$ cat src/rtl/dma_arb_pkg.sv
package dma_arb_pkg;

   typedef enum logic [1:0] {
      ST_IDLE = 2'd0,
      ST_HOLD = 2'd1,
      ST_XFER = 2'd2,
      ST_DROP = 2'd3
   } svc_state_e;

   function automatic int idx_width(input int n);
      return (n > 1) ? $clog2(n) : 1;
   endfunction

endpackage

$ cat src/rtl/dma_req_sync.sv
module dma_req_sync #(
   parameter int WIDTH  = 4,
   parameter int STAGES = 2
) (
   input  logic             clk,
   input  logic             rst_n,
   input  logic [WIDTH-1:0] raw_i,
   output logic [WIDTH-1:0] sync_o
);

   generate
      if (STAGES < 0 || STAGES > 4) begin : g_bad_stages
         $error("dma_req_sync: STAGES must be 0..4");
      end

      if (STAGES == 0) begin : g_pass
         assign sync_o = raw_i;
      end else begin : g_regs
         logic [WIDTH-1:0] pipe [STAGES];

         always_ff @(posedge clk or negedge rst_n) begin
            if (!rst_n) begin
               for (int s = 0; s < STAGES; s++) pipe[s] <= '0;
            end else begin
               pipe[0] <= raw_i;
               for (int s = 1; s < STAGES; s++) pipe[s] <= pipe[s-1];
            end
         end

         assign sync_o = pipe[STAGES-1];
      end
   endgenerate

endmodule

$ cat src/rtl/dma_prio_pick.sv
module dma_prio_pick #(
   parameter int NUM_CH = 4,
   parameter int IDX_W  = 2
) (
   input  logic [NUM_CH-1:0] req_i,
   output logic              any_o,
   output logic [IDX_W-1:0]  idx_o
);

   logic [NUM_CH:0]   seen;
   logic [NUM_CH-1:0] grant;
   logic [IDX_W-1:0]  idx_term [NUM_CH];

   assign seen[0] = 1'b0;

   generate
      for (genvar i = 0; i < NUM_CH; i++) begin : g_chain
         assign seen[i+1]   = seen[i] | req_i[i];
         assign grant[i]    = req_i[i] & ~seen[i];
         assign idx_term[i] = grant[i] ? IDX_W'(i) : '0;
      end
   endgenerate

   always_comb begin
      idx_o = '0;
      for (int i = 0; i < NUM_CH; i++) idx_o = idx_o | idx_term[i];
   end

   assign any_o = seen[NUM_CH];

endmodule

$ cat src/rtl/dma_svc_fsm.sv
module dma_svc_fsm
   import dma_arb_pkg::*;
#(
   parameter int NUM_CH = 4,
   parameter int IDX_W  = 2
) (
   input  logic              clk,
   input  logic              rst_n,
   input  logic              pend_any_i,
   input  logic [IDX_W-1:0]  pend_idx_i,
   input  logic [NUM_CH-1:0] req_eff_i,
   input  logic [NUM_CH-1:0] demand_mode_i,
   input  logic              hold_ack_i,
   input  logic              xfer_done_i,
   output logic              hold_req_o,
   output logic              xfer_strobe_o,
   output logic [NUM_CH-1:0] ack_n_o,
   output logic [IDX_W-1:0]  win_idx_o
);

   svc_state_e       state;
   logic [IDX_W-1:0] win_q;
   logic             demand_q;
   logic             keep_going;

   assign keep_going = demand_q & req_eff_i[win_q] & ~xfer_done_i;

   always_ff @(posedge clk or negedge rst_n) begin
      if (!rst_n) begin
         state    <= ST_IDLE;
         win_q    <= '0;
         demand_q <= 1'b0;
      end else begin
         case (state)
            ST_IDLE: begin
               if (pend_any_i) begin
                  win_q    <= pend_idx_i;
                  demand_q <= demand_mode_i[pend_idx_i];
                  state    <= ST_HOLD;
               end
            end
            ST_HOLD: begin
               if (hold_ack_i) state <= ST_XFER;
            end
            ST_XFER: begin
               if (!keep_going) state <= ST_DROP;
            end
            ST_DROP: begin
               if (!hold_ack_i) state <= ST_IDLE;
            end
            default: state <= ST_IDLE;
         endcase
      end
   end

   assign hold_req_o    = (state == ST_HOLD) || (state == ST_XFER);
   assign xfer_strobe_o = (state == ST_XFER);
   assign win_idx_o     = win_q;

   generate
      for (genvar i = 0; i < NUM_CH; i++) begin : g_ack
         assign ack_n_o[i] = ~((state == ST_XFER) && (win_q == IDX_W'(i)));
      end
   endgenerate

   // a single-mode service strobes once, then leaves the transfer state
   a_r5_single_one_beat: assert property (@(posedge clk) disable iff (!rst_n)
      (xfer_strobe_o && !demand_q) |=> !xfer_strobe_o);

   // after a release, no new bus request while the grant is still high
   a_r9_wait_grant_low: assert property (@(posedge clk) disable iff (!rst_n)
      (state == ST_DROP && hold_ack_i) |=> !hold_req_o);

endmodule

$ cat src/rtl/dma_req_arbiter.sv
module dma_req_arbiter #(
   parameter int NUM_CH      = 4,
   parameter int SYNC_STAGES = 2
) (
   input  logic              clk,
   input  logic              rst_n,
   input  logic [NUM_CH-1:0] dreq_i,
   input  logic [NUM_CH-1:0] mask_i,
   input  logic [NUM_CH-1:0] demand_mode_i,
   output logic              hold_req_o,
   input  logic              hold_ack_i,
   output logic [NUM_CH-1:0] ack_n_o,
   output logic              xfer_strobe_o,
   input  logic              xfer_done_i
);

   localparam int IDX_W = dma_arb_pkg::idx_width(NUM_CH);

   generate
      if (NUM_CH < 1 || NUM_CH > 16) begin : g_bad_ch
         $error("dma_req_arbiter: NUM_CH must be 1..16");
      end
   endgenerate

   logic [NUM_CH-1:0] req_sync;
   logic [NUM_CH-1:0] req_eff;
   logic              pend_any;
   logic [IDX_W-1:0]  pend_idx;
   logic [IDX_W-1:0]  win_idx;

   dma_req_sync #(.WIDTH(NUM_CH), .STAGES(SYNC_STAGES)) u_sync (
      .clk    (clk),
      .rst_n  (rst_n),
      .raw_i  (dreq_i),
      .sync_o (req_sync)
   );

   assign req_eff = req_sync & ~mask_i;

   dma_prio_pick #(.NUM_CH(NUM_CH), .IDX_W(IDX_W)) u_pick (
      .req_i (req_eff),
      .any_o (pend_any),
      .idx_o (pend_idx)
   );

   dma_svc_fsm #(.NUM_CH(NUM_CH), .IDX_W(IDX_W)) u_fsm (
      .clk           (clk),
      .rst_n         (rst_n),
      .pend_any_i    (pend_any),
      .pend_idx_i    (pend_idx),
      .req_eff_i     (req_eff),
      .demand_mode_i (demand_mode_i),
      .hold_ack_i    (hold_ack_i),
      .xfer_done_i   (xfer_done_i),
      .hold_req_o    (hold_req_o),
      .xfer_strobe_o (xfer_strobe_o),
      .ack_n_o       (ack_n_o),
      .win_idx_o     (win_idx)
   );

   // Checker helpers: winner one-hot and the channels ranked above it
   logic [NUM_CH-1:0] win_onehot;
   logic [NUM_CH-1:0] above_win;
   always_comb begin
      for (int i = 0; i < NUM_CH; i++) begin
         win_onehot[i] = (win_idx == IDX_W'(i));
         above_win[i]  = (IDX_W'(i) < win_idx);
      end
   end

   // at arbitration no higher-ranked channel was pending
   a_r2_fixed_priority: assert property (@(posedge clk) disable iff (!rst_n)
      $rose(hold_req_o) |-> (($past(req_eff) & above_win) == '0));

   // the chosen channel was pending and unmasked
   a_r10_mask_blocks: assert property (@(posedge clk) disable iff (!rst_n)
      $rose(hold_req_o) |-> (($past(req_eff) & win_onehot) != '0));

   // the first strobe of a service follows a granted bus
   a_r3_grant_first: assert property (@(posedge clk) disable iff (!rst_n)
      $rose(xfer_strobe_o) |-> $past(hold_ack_i));

   // at most one acknowledge low, and only with the strobe
   a_r4_ack_onehot: assert property (@(posedge clk) disable iff (!rst_n)
      $onehot0(~ack_n_o) && ((~ack_n_o != '0) == xfer_strobe_o));

   // the done cycle is the last strobe
   a_r7_done_ends: assert property (@(posedge clk) disable iff (!rst_n)
      (xfer_strobe_o && xfer_done_i) |=> !xfer_strobe_o);

   // the acknowledged channel is stable across back-to-back strobes
   a_r8_no_preempt: assert property (@(posedge clk) disable iff (!rst_n)
      (xfer_strobe_o && $past(xfer_strobe_o)) |-> $stable(ack_n_o));

   // bus request falls right after the last strobe
   a_r9_hold_drops: assert property (@(posedge clk) disable iff (!rst_n)
      $fell(xfer_strobe_o) |-> !hold_req_o);

endmodule

$ cat config.mk
export PLATFORM = sky130hd
export DESIGN_NAME = dma_req_arbiter
export DESIGN_NICKNAME = d
export VERILOG_FILES = /design/src/rtl/dma_arb_pkg.sv /design/src/rtl/dma_req_sync.sv /design/src/rtl/dma_prio_pick.sv /design/src/rtl/dma_svc_fsm.sv /design/src/rtl/dma_req_arbiter.sv
export SDC_FILE = /design/constraint.sdc
export NUM_CORES = 1
export LEC_CHECK = 0
export ABC_AREA = 1
export BUFFER_PORTS_ARGS = -buffer_cell sky130_fd_sc_hd__buf_2
export CORE_MARGIN = 3
export CORE_UTILIZATION = 30
export DETAILED_ROUTE_END_ITERATION = 10
export GPL_ROUTABILITY_DRIVEN = 0
export HOLD_SLACK_MARGIN = 0.15
export PLACE_DENSITY = 0.55
export SYNTH_ARGS = -nofsm -noshare
export SYNTH_HDL_FRONTEND = slang
export SYNTH_SLANG_ARGS = --single-unit
export TNS_END_PERCENT = 100
$ cat constraint.sdc
create_clock -name clk -period 1.8 [get_ports clk]
set_clock_uncertainty 0.15 [all_clocks]
set_input_delay 0.18 -clock clk [delete_from_list [all_inputs] [get_ports clk]]
set_output_delay 0.18 -clock clk [all_outputs]
set_load 0.02 [all_outputs]
======== Word level (Yosys, flattened, before mapping) ========
Index checks and enable logic that the tools add are counted.
operators by class
  order comparisons ....................... 2
  equal/unequal tests ..................... 10
  multiplexer cells ....................... 12
  bitwise gates (word level) .............. 20
  reductions and logical operators ........ 9
operators by type and width
  kind                count
  $mux 2              6
  $eq 2x2->1 const B  4
  $ne 2x2->1 const B  4
  $not 1->1           8
  $pmux 2 s4          1
  $lt 2x3->1 const B  2
  $and 1x1->1         5
  $and 4x4->4         1
  $bmux 1 s2          2
  $eq 2x1->1 const B  2
  $logic_and 1x1->1   4
  $logic_not 2->1     2
  $not 4->4           1
  $reduce_and 4->1    1
  $mux 1              3
  $or 1x1->1          3
  $or 1x2->2          1
  $or 2x2->2          1
  $reduce_and 2->1    1
  $logic_or 1x1->1    1
word-level totals
  register bits ........................... 13
  input bits .............................. 16
  output and inout bits ................... 6
  word-level logic and storage cells ...... 58

======== Longest topological paths before layout ========
  depth in word-level cells ............... 10
  depth in mapped cells ................... 10
  mapped depth without buffers ............ 10

======== Cells and area by module ========
Synthesis repeated with hierarchy kept, for this count alone.
second synthesis, totals
  cell total of the unflattened synthesis .. 88
  area, all modules ....................... 725.7 um^2
by module, submodules not included
  module           times used  cells each  area each (um^2)  seq. area each (um^2)
  dma_svc_fsm      1           59          406.6             125.1
  dma_req_sync     1           12          230.2             200.2
  dma_prio_pick    1           9           48.8              0.0
  dma_req_arbiter  1           8           40.0              0.0

======== Worst setup path before layout ========
OpenSTA, ideal clock, no wires.
  path type ............................... reg2reg
  start point ............................. register u_fsm.state[0]
  end point ............................... register u_fsm.state[1]
  library setup time ...................... 0.117 ns
  data arrival time ....................... 1.316 ns
  required time ........................... 1.533 ns
  path slack .............................. 0.217 ns
  stages on the path, launching flop included .. 8
  path buffers ............................ 0
  clock period less this slack ............ 1.583 ns
  cells stage by stage .................... dfrtp_1 -> inv_1 -> ha_1 -> nand3b_1 -> a21oi_2 -> nand3_2 -> nand4_1 -> nand2_1
on the way
  longest elaborated chain between the ends .. 3
  elaborated cells between the ends (all ways) .. 10
  those cells by class .................... 7 x eq/ne; 1 x mux; 2 x reduce/logical
RTL lines
  what                        line                   RTL
  start, declared             dma_svc_fsm.sv:21      svc_state_e state;
  start signal, assigned      dma_svc_fsm.sv:30      state <= ST_IDLE;
  start signal, assigned      dma_svc_fsm.sv:39      state <= ST_HOLD;
  start signal, assigned      dma_svc_fsm.sv:43      if (hold_ack_i) state <= ST_XFER;
  $eq 2x2->1 *                -
  via xfer_strobe_o           dma_req_arbiter.sv:13  output logic xfer_strobe_o,
  $ne 2x2->1 (no line)        -
  $reduce_and 4->1 (no line)  -
Mark *: on every way through the listed nets, which the timed path passes. The rest lies on a longest branch.
A chain may end at the register's enable or synchronous reset.

======== Worst setup path in the final report ========
  start point ............................. register u_fsm.state[0]
  end point ............................... output port ack_n_o[2]
on the way
  longest elaborated chain between the ends .. 3
RTL lines
  what               line                   RTL
  $eq 2x2->1         dma_svc_fsm.sv:62      assign ack_n_o[i] = ~((state == ST_XFER) && (win_q == IDX_W'(i)));
  $logic_and 1x1->1  dma_svc_fsm.sv:62
  $not 1->1          dma_svc_fsm.sv:62
  end, declared      dma_req_arbiter.sv:12  output logic [NUM_CH-1:0] ack_n_o,
Every way passes these cells.

==> results_dict.tcl <==
set metrics [dict create \
    final_antenna_net_count 0 \
    synth-edff-count 0 \
    cap_violations 0 \
    h-tree-depth 1 \
    insertion_delay_ns 0.28 \
    ys.flop_type "dfrtp_1" \
    die_h_um 54.4 \
    pin_count 22 \
    fin_util 0.457 \
    diodes 0 \
    numCtsBuffers 3 \
    drive_above_1_share 0.319 \
    setup_viol 0 \
    critPathSlowestCell "dfrtp_1" \
    worst_pin_slew_ns 0.302 \
    vias 629 \
    post-synth-top-count-cell "nand2_1" \
    dp_hpwl_um 1060 \
    root_buffer "clkbuf_4" \
    syn_to_final_growth_pct 35.5 \
    grt_usage 0.119 \
    drv_slew 0 \
    p_leak_nw 0.518 \
    clkTransAtPathRegs_ns 0.08 \
    rsz0062_at_grt "false" \
    post-synth-top-area-cell "dfrtp_1" \
    io_buffers 21 \
    async_flop_share 1.00 \
    outcome "complete, no violations" \
    grt_pass1_wl_um 2400 \
    setup-tns-final_ns 0 \
    r2r_start "u_fsm.state[0]$_DFFE_PN0P_" \
    max_freq_mhz 608 \
    crit_path_start "u_fsm.state[0]$_DFFE_PN0P_" \
    ys_seq_area_frac 0.463 \
    end_kind "output pin" \
    cts.sinks 13 \
    drtIter0Drc 4 \
    fp.coreArea_sq_mm 0.00208 \
    ys_top_cells_by_area "dfrtp_1 (46%), nand2_1 (11%), ha_1 (8.9%)" \
    synth_compound_area_frac 0.0517 \
    peakVddDrop_v 0.000674 \
    yosys-top-cells-count "nand2_1 (21), inv_1 (15), dfrtp_1 (13), nand3_1 (10), ha_1 (5)" \
    drc_errors 0 \
    grt_max_degree 14 \
    avgSynthCellArea_sq_um 8.46 \
    drtPass1Iterations 4 \
    viasPerCell 4.40 \
    worstPathMaxFanout 7 \
    synth_mux_area_frac 0.0143 \
    dp_slack_ns 0.251 \
    required_ns 1.47 \
    crit_path_max_incr_delay_ns 0.42 \
    postCtsSetupBuffers 0 \
    antenna_found_initial 0 \
    start_util 0.337 \
    die-area_sq_mm 0.00296 \
    powerDensity_mw_per_mm2 1200 \
    final.min_clock_period_ns 1.64 \
    cts_max_path_buffers 2 \
    placement_rows 16 \
    crit_family "flip-flops" \
    yosys.area_share.simple 0.296 \
    cp_cell_sequence "inv_1, ha_2, nand3_1, buf_2" \
    path_depth 4 \
    worstPathArrival_ns 1.31 \
    wl_per_cell_um 9.54 \
    synth_top_cell_area_share 0.463 \
    fin_nets 138 \
    synth.distinct_cells 17 \
    cts_tree "yes" \
    hold_ws_ns 0.153 \
    hold_viol 0 \
    synth_top_family_by_area "simple AND/OR/NAND/NOR gates" \
    finalCritPeriodShare 0.914 \
    fin_ws_ns 0.156 \
    synth_fa_ha_area_frac 0.0891 \
    yosys_warnings 0 \
    synth_nets 104 \
    syn_inst 83 \
    netlist_area_sq_um 702 \
    r2r-end "u_fsm.state[0]$_DFFE_PN0P_" \
    r2r_cells 7 \
    synth-xor-area-share 0 \
    hp-class "input port to asynchronous set/reset pin" \
    wl_um 1360 \
    worst-r2r-setup-slack_ns 0.29 \
    overflow 0 \
    grt_pass1_vias 610 \
    synth_seq_cells 13 \
    die_w_um 54.4 \
    critPathCapture "ack_n_o[2]" \
    slew_headroom 0.793 \
    fin_total_pwr_mw 1.14 \
    crit_buf_inv 2 \
    cp-start-kind "flip-flop" \
    critical_path_class "flip-flop to output pin" \
]
layer usage:
metal	vias up	track usage	share of wire
met5	-	0	0
met4	0	0.0498	0.015
met3	4	0.0490	0.071
met2	17	0.207	0.50
met1	283	0.125	0.42
li1	325	-	-
registers in the layout, indices dropped and copies added, names as in the netlist:
signal and cells:
u_sync.g_regs.pipe 4, u_fsm.win_idx_o 2, u_fsm.state 2, u_fsm.demand_q 1
u_sync.sync_o 4
worst min path at each step:
stage / end / start / depth (start not counted)
3_5_place_dp: u_sync.g_regs.pipe[6]$_DFF_PN0_ / rst_n / 1
2_1_floorplan: u_fsm.demand_q$_DFFE_PN0P_ / rst_n / 0
3_3_place_gp: u_sync.g_regs.pipe[5]$_DFF_PN0_ / rst_n / 1
6_report: u_sync.g_regs.pipe[6]$_DFF_PN0_ / rst_n / 2
5_1_grt: u_sync.g_regs.pipe[6]$_DFF_PN0_ / rst_n / 2
4_1_cts: u_sync.g_regs.pipe[6]$_DFF_PN0_ / rst_n / 2
cells by family (layout without fill, tap and decap cells):
logic type | count (synthesis) | count (layout)
adder cells (fa/ha/maj) | 5 | 5
multiplexers | 1 | 1
flip-flops | 13 | 13
buffers and inverters | 16 | 49
AND/OR/NAND/NOR | 43 | 43
AO/OA/AOI/OAI | 5 | 5
placed cells by master, fill, tap and decap left out:
cell type	instances
nand2_1	21
clkinv_2	1
or2_2	1
dlygate4sd3_1	8
nand3b_1	1
dfrtp_1	13
nand3_1	10
inv_2	1
buf_2	21
nor2_1	2
nand3_2	2
mux2i_1	1
inv_1	15
nor2_2	1
a21oi_2	2
ha_2	1
clkbuf_4	3
nand2_2	3
nand4_1	2
ha_1	4
o21ai_2	1
o21ai_0	2
final cells by class:
type / instances / area, sq um
fill: 200 / 1130
sequential: 13 / 325
multi-input combinational: 54 / 319
timing repair buffer: 29 / 185
inverter: 16 / 60.1
tap: 27 / 33.8
clock buffer: 3 / 22.5
clock inverter: 1 / 5.00
power breakdown:
group          switching, mW  internal (mW)  leakage (nW)
clock                 0.0979         0.0825        0.0177
sequential            0.0662          0.358         0.156
combinational          0.325          0.211         0.345
worst register-to-register path, delay by kind of cell (launching register included):
family                     cells  cell delay, ns
DFF                            1            0.42
and+or+nand+nor                4            0.35
adders and majority gates      1            0.24
buffers and inverters          1            0.12
AOI/OAI and AO/OA              1            0.12
through the flow:
stage / instances / instance area, sq um
after global placement: 131 / 841
after detailed placement: 131 / 841
final: 143 / 951
after CTS: 143 / 948
after global routing: 143 / 951
after floorplan: 83 / 702
repair_timing:
item | 4_1_cts | 5_1_grt
hold buffers | 8 | 0
hold endpoints to repair | 20 | 0
resized for setup | 0 | 1
endpoints found under the setup margin | 0 | 2
(Power assumes the default switching activity.)
